==> config.mk <==
export PLATFORM = sky130hd
export DESIGN_NAME = aux_xact_engine
export DESIGN_NICKNAME = d
export VERILOG_FILES = /design/src/rtl/aux_xact_engine.sv
export SDC_FILE = /design/constraint.sdc
export NUM_CORES = 1
export LEC_CHECK = 0
export BUFFER_PORTS_ARGS = -buffer_cell sky130_fd_sc_hd__buf_2
export CELL_PAD_IN_SITES_DETAIL_PLACEMENT = 1
export CELL_PAD_IN_SITES_GLOBAL_PLACEMENT = 2
export CORE_MARGIN = 3
export CORE_UTILIZATION = 36
export DETAILED_ROUTE_END_ITERATION = 16
export PLACE_DENSITY_LB_ADDON = 0.1
export SLEW_MARGIN = 15
export SYNTH_ARGS = -nofsm -noshare
export SYNTH_HDL_FRONTEND = slang
export SYNTH_SLANG_ARGS = --single-unit
==> constraint.sdc <==
create_clock -name clk -period 3.9 [get_ports clk]
set_input_delay 0.585 -clock clk [delete_from_list [all_inputs] [get_ports clk]]
set_output_delay 0.585 -clock clk [all_outputs]
set_load 0.005 [all_outputs]
==> src/rtl/aux_xact_engine.sv <==
module aux_xact_engine #(
  parameter int REF_KHZ     = 100000,
  parameter int NWORDS      = 5,
  parameter int PRE_MIN_US  = 10,
  parameter int PREAMBLE_US = 16,
  parameter int PRE_DEF     = 3,
  parameter int KEY_BYTES   = 8
) (
  input  logic                   clk,
  input  logic                   rst_n,
  input  logic [2:0]             bus_addr,
  input  logic                   bus_wr,
  input  logic [31:0]            bus_wdata,
  output logic [31:0]            bus_rdata,
  output logic                   tx_valid,
  input  logic                   tx_ready,
  output logic [7:0]             tx_byte,
  output logic                   tx_last,
  input  logic                   rx_valid,
  input  logic [7:0]             rx_byte,
  input  logic                   rx_last,
  input  logic                   rx_err,
  input  logic [8*KEY_BYTES-1:0] key_in,
  output logic                   irq
);
  localparam int DIV  = ((REF_KHZ + 1000) / 2000) < 1 ? 1 : (REF_KHZ + 1000) / 2000;
  localparam int DW   = DIV > 1 ? $clog2(DIV) : 1;
  localparam int MAXB = 4 * NWORDS;
  localparam int AW   = $clog2(NWORDS);
  localparam int PW   = $clog2(MAXB + KEY_BYTES + 1) + 1;
  localparam int TW   = 14;

  typedef enum logic [1:0] {S_IDLE, S_SYNC, S_SEND, S_WAIT} st_t;

  st_t            state_q;
  logic [31:0]    data_q [NWORDS];
  logic           done_q, tout_q, rxerr_q, irqen_q, key_q;
  logic [1:0]     tsel_q;
  logic [3:0]     pre_q;
  logic [4:0]     size_q, rxn_q;
  logic [DW-1:0]  div_q;
  logic [TW-1:0]  tcnt_q;
  logic [PW-1:0]  pos_q;

  logic busy;
  assign busy = state_q != S_IDLE;

  wire ctl_wr = bus_wr && bus_addr == 3'd0;
  wire dat_wr = bus_wr && bus_addr != 3'd0 && 32'(bus_addr) <= NWORDS && !busy;
  wire start  = ctl_wr && !busy && bus_wdata[31];
  wire tick   = div_q == DW'(DIV - 1);

  wire [4:0] wsz = 32'(bus_wdata[20:16]) > MAXB ? 5'(MAXB) : bus_wdata[20:16];

  logic [TW-1:0] to_ticks, tlim;
  always_comb begin
    case (tsel_q)
      2'd0:    to_ticks = TW'(800);
      2'd1:    to_ticks = TW'(1200);
      2'd2:    to_ticks = TW'(1600);
      default: to_ticks = TW'(3200);
    endcase
    tlim = (state_q == S_SYNC) ? TW'(2 * (PRE_MIN_US + PREAMBLE_US)) + TW'({pre_q, 2'b00})
                               : to_ticks;
  end
  wire expire = tick && tcnt_q == tlim - TW'(1);

  wire [PW-1:0] hdr   = size_q < 5'd4 ? PW'(size_q) : PW'(4);
  wire [PW-1:0] total = PW'(size_q) + (key_q ? PW'(KEY_BYTES) : PW'(0));
  wire          in_key = key_q && pos_q >= hdr && pos_q < hdr + PW'(KEY_BYTES);
  wire [PW-1:0] kidx  = pos_q - hdr;
  wire [PW-1:0] ridx  = (key_q && pos_q >= hdr + PW'(KEY_BYTES)) ? pos_q - PW'(KEY_BYTES) : pos_q;
  wire [31:0]   rword = data_q[ridx[AW+1:2]];
  wire [8*KEY_BYTES-1:0] kshift = key_in >> {PW'(KEY_BYTES - 1) - kidx, 3'b000};

  assign tx_valid = state_q == S_SEND;
  assign tx_byte  = in_key ? kshift[7:0] : rword[{~ridx[1:0], 3'b000} +: 8];
  assign tx_last  = tx_valid && pos_q == total - PW'(1);
  assign irq      = irqen_q && (done_q || tout_q || rxerr_q);

  wire [4:0] rxn_nx = rxn_q == 5'd31 ? rxn_q : rxn_q + 5'd1;

  always_ff @(posedge clk) begin
    if (!rst_n) begin
      state_q <= S_IDLE;
      for (int i = 0; i < NWORDS; i++) data_q[i] <= '0;
      done_q  <= 1'b0;
      tout_q  <= 1'b0;
      rxerr_q <= 1'b0;
      irqen_q <= 1'b0;
      key_q   <= 1'b0;
      tsel_q  <= '0;
      pre_q   <= 4'(PRE_DEF);
      size_q  <= '0;
      rxn_q   <= '0;
      div_q   <= '0;
      tcnt_q  <= '0;
      pos_q   <= '0;
    end else begin
      if (ctl_wr) begin
        if (bus_wdata[30]) done_q  <= 1'b0;
        if (bus_wdata[29]) tout_q  <= 1'b0;
        if (bus_wdata[28]) rxerr_q <= 1'b0;
        if (!busy) begin
          irqen_q <= bus_wdata[27];
          key_q   <= bus_wdata[26];
          tsel_q  <= bus_wdata[25:24];
          size_q  <= wsz;
          pre_q   <= bus_wdata[15:12];
        end
      end
      if (dat_wr) data_q[AW'(bus_addr - 3'd1)] <= bus_wdata;

      if (state_q == S_SYNC || state_q == S_WAIT) begin
        div_q <= tick ? '0 : div_q + DW'(1);
        if (tick) tcnt_q <= tcnt_q + TW'(1);
      end

      case (state_q)
        S_IDLE: if (start) begin
          state_q <= S_SYNC;
          div_q   <= '0;
          tcnt_q  <= '0;
          pos_q   <= '0;
          rxn_q   <= '0;
        end
        S_SYNC: if (expire) begin
          state_q <= (total == '0) ? S_WAIT : S_SEND;
          div_q   <= '0;
          tcnt_q  <= '0;
        end
        S_SEND: if (tx_ready) begin
          pos_q <= pos_q + PW'(1);
          if (pos_q == total - PW'(1)) begin
            state_q <= S_WAIT;
            div_q   <= '0;
            tcnt_q  <= '0;
          end
        end
        S_WAIT: begin
          if (rx_err) begin
            rxerr_q <= 1'b1;
            size_q  <= rxn_q;
            state_q <= S_IDLE;
          end else if (rx_valid) begin
            if (32'(rxn_q) < MAXB) data_q[rxn_q[AW+1:2]][{~rxn_q[1:0], 3'b000} +: 8] <= rx_byte;
            rxn_q <= rxn_nx;
            if (rx_last) begin
              done_q  <= 1'b1;
              size_q  <= rxn_nx;
              state_q <= S_IDLE;
            end
          end else if (expire) begin
            tout_q  <= 1'b1;
            size_q  <= rxn_q;
            state_q <= S_IDLE;
          end
        end
        default: state_q <= S_IDLE;
      endcase
    end
  end

  always_comb begin
    bus_rdata = '0;
    if (bus_addr == 3'd0)
      bus_rdata = {busy, done_q, tout_q, rxerr_q, irqen_q, key_q, tsel_q, 3'b000,
                   size_q, pre_q, 12'h000};
    else if (32'(bus_addr) <= NWORDS)
      bus_rdata = data_q[AW'(bus_addr - 3'd1)];
  end
endmodule

---- After elaboration in Yosys (flattened, before gate mapping) ----
Memories as Yosys holds them, arrays and structs flattened.
Cells that the tools add are included.
Widths: inputs -> output; s select.
cells by class
  add/subtract/negate cells ............... 14
  reduce and logical (&&, ||, !) cells .... 30
  mux-type cells .......................... 80
  shifts and indexed selects .............. 4
  magnitude comparators ................... 7
  bitwise gates (word level) .............. 3
  equality and inequality tests ........... 17
operators with widths
  cell                    number
  $mux 32                 6
  $mux 14                 7
  $mux 5                  14
  $reduce_or 32->1        2
  $shr 64x9->8            1
  $mux 6                  8
  $pmux 14 s3             1
  $pmux 12 s3             1
  $shift 8x7->32 const A  1
  $shiftx 32x6->8         1
  $shiftx 8x7->32         1
  $mux 1                  27
  $pmux 6 s3              1
  $mux 2                  8
  $add 14x1->14 const B   1
  $eq 14x14->1            1
  $sub 14x1->14 const B   1
  $add 6x1->6 const B     2
  $logic_and 1x1->1       12
  $pmux 6 s2              1
  $pmux 5 s2              1
  $mux 8                  1
  $ne 2x2->1 const B      4
  $ne 4x4->1 const B      2
  other kinds (39)        50
storage, ports and cells
  memories ................................ 1
  bits in writable memories ............... 160
  bits in registers ....................... 49
  output and inout bits ................... 43
  input bits .............................. 114
  logic and storage cells ................. 169
memory list
  memory  words  width  read ports  clocked after Yosys merged registers in  wr ports  line  text
  data_q  5      32     2           0                                        5         36    logic [31:0] data_q [NWORDS];

---- Logic depth before layout (Yosys ltp) ----
  depth after elaboration ................. 10
  depth in mapped cells ................... 18
  mapped depth without buffers ............ 15

---- Least setup slack after synthesis ----
No wires, ideal clock.
  path kind ............................... reg2out
  from .................................... register size_q[2]
  to ...................................... output port tx_byte[2]
  arrival time ............................ 3.346 ns
  data required time ...................... 3.315 ns
  setup slack ............................. -0.031 ns
  path buffers ............................ 3
  stages on the path, launching flop included .. 16
  cell sequence ........................... dfxtp_1 -> clkbuf_1 -> nor3_1 -> inv_1 -> nor2_1 -> ha_1 -> buf_2 -> nand2b_1 -> a21o_1 -> buf_2 -> a21o_1 -> a21oi_2 -> mux4_2 -> and4_1 -> nor4_1 -> a41oi_1
between the ends
  word-level cells in the longest chain between the ends .. 9
  elaborated cells on any way between the ends .. 17
  classes of those cells .................. 3 x add/sub; 4 x order compare; 2 x shift; 3 x mux; 1 x bitwise; 3 x reduce/logical; 1 x memory
ends and longest elaborated chain
  item                                       line    text
  start, declared                            40      logic [4:0] size_q, rxn_q;
  start signal, assigned                     108     size_q <= wsz;
  start signal, assigned                     143     size_q <= rxn_q;
  start signal, assigned                     150     size_q <= rxn_nx;
  $lt 5x3->1                                 68      wire [PW-1:0] hdr = size_q < 5'd4 ? PW'(size_q) : PW'(4);
  $mux 5 *                                   68
  $add 5x4->6                                70, 72
  $ge 6x6->1                                 72      wire [PW-1:0] ridx = (key_q && pos_q >= hdr + PW'(KEY_BYTES)) ? pos_q - PW'(KEY_BYTES) : pos_q;
  $logic_and 1x1->1                          72
  $mux 5                                     72
  $mem_v2 5x32 or $not 2->2 (tied branches)  -
  $shiftx 32x6->8                            77      assign tx_byte = in_key ? kshift[7:0] : rword[{~ridx[1:0], 3'b000} +: 8];
  $mux 8 *                                   77
  end, declared                              17      output logic [7:0] tx_byte,
Every way passes the cells marked *; elsewhere a longest branch is shown, timed or not.

---- Worst setup path after layout ----
  from .................................... register size_q[4]
  to ...................................... output port tx_byte[3]
The elaborated chain is that of the path after synthesis.

==> key figures <==
Run status
  • Outcome: finished with violations
  • Failing checks: setup timing

Finish
  • Layout cells sized above 1: 27.9%
  • Most frequent cells in the layout: 273 x nand2_1, 256 x edfxtp_1, 235 x nor2_1
  • Reg area: 0.00867 mm²
  • Antenna cells: 0
  • Filler Cell Count: 5607
  • Final nets: 2279
  • Area grow syn2layout: 26.1%
  • Area of the multi-input gates: 0.00974 mm²
  • Most common cell after layout, fill and taps aside: nand2_1

Timing
  • RSZ-0062 raised after global routing: true
  • Slew @ Worst Pin: 793 ps
  • Final worst slack: -597 ps
  • Fin Setup TNS: -4510 ps
  • Min Tclk post-route: 4500 ps
  • Hold Vio Cnt, Final: 0
  • Maximum clock frequency: 222 MHz
  • Max Slew Vio Count: 0
  • Final number of setup-violating endpoints: 8
  • Fin Clk Skew: 26.3 ps
  • Crit share post-route: 115%
  • Slew margin rel.: 47.1%

Clocking
  • Cts hold-fix bufs: 0
  • Clk slew on worst S/H paths: 60 ps
  • Cell chosen for the clock root: clkbuf_16
  • Max clock buf depth: 3
  • Clk sinks: 305
  • TritonCTS buffer count: 38
  • CTS tree: built
  • H-tree lvl count: 2
  • Worst skew pair latency: 580 ps

Route
  • Vias/cell: 5.87
  • Drt first pass iters: 5
  • Via Count: 16600
  • Post-DRT Antenna Nets: 0
  • Routed Wire Length: 79300 µm
  • Wirelength per Cell: 28.0 µm
  • DRT iter0 DRCs: 1169
  • DRC: 0

Power
  • Clock power share: 42.9%
  • Power per standard cell area: 381 mW/mm²
  • Power Total: 0.00898 W
  • LEAKAGE: 9.02 nW
  • Sequential group share of total power: 41.7%
  • Internal: 0.00651 W
  • Comb pwr share: 15.4%
  • NetSw: 0.00247 W
  • Sw Share: 27.5%
  • Peak supply drop: 0.357 mV

Logic synthesis
  • Syn Area/Cell: 10.2 µm²
  • Synth Instances: 1841
  • Ys Warns: 0
  • Flops & latches, synth: 305
  • Xor/xnor share of the synthesized area: 2.15%
  • Synth Area in Compound Gates: 10.3%
  • Register area share after synthesis: 46.4%
  • Post-synth ARST share: 0%
  • Main synth FF type: edfxtp_1
  • Area share of fa/ha/maj cells after synthesis: 2.58%
  • Largest family of logic cells by synthesized area: simple AND/OR/NAND/NOR gates
  • Simple-Gate Fraction of Synth Area: 18.7%
  • Unique masters post-synth: 81
  • Post-synthesis mux area share: 15.7%
  • Post-synth EDFFs: 256
  • Mapped cell area: 0.0187 mm²

Floorplanning
  • Core area: 0.0507 mm²
  • Row count: 82
  • DIE HEIGHT: 234 µm
  • Horiz. Die Dim: 234 µm
  • Starting Density: 36.9%
  • Die area: 0.0547 mm²
  • I/O Pins: 157

Critical path
  • Critical path capture point type: output pin
  • Worst EP arrival: 3910 ps
  • Critical Setup Path Class: reg -> out
  • Startpoint Class: register
  • Maximum fanout along the worst path: 7
  • Worst Path Required: 3310 ps

Place
  • Dpl hpwl: 58500 µm
  • Number of port buffers: 156
  • Final Wtd Congestion: 0.892
  • Pre-CTS setup slack: -429 ps

Global route
  • Initial antenna violation count: 1
  • First-pass GRT wire length: 115000 µm
  • Vias in the first global route: 17200
  • Remaining Overflow, GRT: 0
  • Largest net degree at the start of global routing: 68
  • GRT Util Overall: 28.6%

Worst hold path
  • Hold WC Path Type: in -> reg

Job
  • Max cap viols: 0
-- logic make-up after synthesis --
logic type                 Yosys count
muxes                              183
AOI/OAI and AO/OA                  291
adders and majority gates           38
buffers and inverters              193
and+or+nand+nor                    784
xor gates and xnor gates            45
other                                2
DFF                                305
-- path summary, 6_finish.rpt --
kind                                       startpoint                          end  slack, ps  depth (start not counted)
worst max-delay path             size_q[4]$_SDFF_PN0_                   tx_byte[3]       -600                         17
worst min-delay path                    bus_wdata[26]           key_q$_SDFFE_PN0P_        280                          3
worst max register to register  rxn_q[1]$_SDFFE_PN0P_  data_q[2][25]$_SDFFCE_PN0P_        440                          8
worst min register to register   irqen_q$_SDFFE_PN0P_         irqen_q$_SDFFE_PN0P_        500                          2
-- cells in the mapped netlist, types with 5 or more instances --
library cell	n	area (µm²)
nand2_1	278	1040
edfxtp_1	256	7690
nor2_1	239	897
a21oi_1	96	480
mux4_2	87	1960
mux2i_1	86	861
nand3_1	80	400
clkbuf_1	77	289
inv_1	64	240
nor3_1	51	255
dfxtp_1	49	981
o21ai_0	44	220
and3_1	43	269
ha_1	37	463
buf_2	29	145
nand4_1	27	169
xnor2_1	26	228
a211oi_1	21	158
a31oi_1	21	131
xor2_1	18	158
nor4_1	16	100
buf_1	13	48.8
nand2b_1	12	75.1
nor2b_1	12	75.1
o21a_1	12	90.1
a32oi_1	10	87.6
mux2_2	10	113
o22ai_1	9	56.3
a21o_1	8	60.1
a311oi_1	7	61.3
nor3b_1	6	45.0
o311ai_0	6	52.6
o2111ai_1	5	43.8
-- state kept, by name, indices dropped and copies added (netlist names) --
signal and cells:
data_q 256, tcnt_q 14, div_q 6, pos_q 6
rxn_q 5, size_q 5, pre_q 4, state_q 2
tsel_q 2, done_q 1, irqen_q 1, key_q 1
rxerr_q 1, tout_q 1
-- stage by stage --
step | std cells | cell area, µm² | hold WS (ps) | utilization, %
2_1_floorplan | 1842 | 18700 | 450 | -
3_3_place_gp | 2729 | 21400 | 481 | 42.1
3_5_place_dp | 2729 | 21400 | 486 | 42.1
4_1_cts | 2823 | 23300 | 242 | 45.9
5_1_grt | 2828 | 23600 | 280 | 46.5
6_report | 2828 | 23600 | 278 | 46.5
-- what timing repair did --
| action | CTS | global route |
|---|---|---|
| setup buffers | 22 | 5 |
| resized for setup | 57 | 43 |
| endpoints found under the setup margin | 8 | 8 |
| hold endpoints to repair | 0 | 0 |
| cloned | 4 | 2 |
| pin swaps | 31 | 26 |
-- power groups by stage --
stage / logic (W) / registers [W] / clock network, W
3_5_place_dp: 0.00133 / 0.00381 / 0
5_1_grt: 0.00149 / 0.00375 / 0.00404
3_3_place_gp: 0.00131 / 0.00381 / 0
2_1_floorplan: 0.000758 / 0.00376 / 0
4_1_cts: 0.00136 / 0.00374 / 0.00392
6_report: 0.00138 / 0.00374 / 0.00385
-- layer usage --
metal  share of wire (%)  vias up  global-route usage (%)
li1                    -     7374                       -
met1                  43     8604                    38.4
met2                  49      510                    48.7
met3                 5.2      124                    3.44
met4                 3.1        0                    8.53
met5                   0        -                       0
-- area by class of cell --
| cell class | count | share of cell area, % |
|---|---|---|
| clock buffer | 47 | 4.44 |
| clock inverter | 22 | 1.24 |
| inverter | 69 | 1.10 |
| multi-input combinational | 1344 | 41.3 |
| sequential | 305 | 36.8 |
| tap | 672 | 3.57 |
| timing repair buffer | 369 | 11.6 |
-- worst max-delay path: stages (launching register included) --
cell and delay, ps:
dfxtp_2 330, nor3_4 210, buf_4 140, nand2_1 70, inv_1 80, ha_1 250
a21o_4 250, buf_6 120, a21oi_4 180, buf_12 140, xnor2_4 140, buf_6 190
clkbuf_16 160, nand2_2 50, a311oi_1 320, nand4_1 270, a41oi_2 240, buf_2 160
Note: power is estimated with default switching activity, not from simulation.
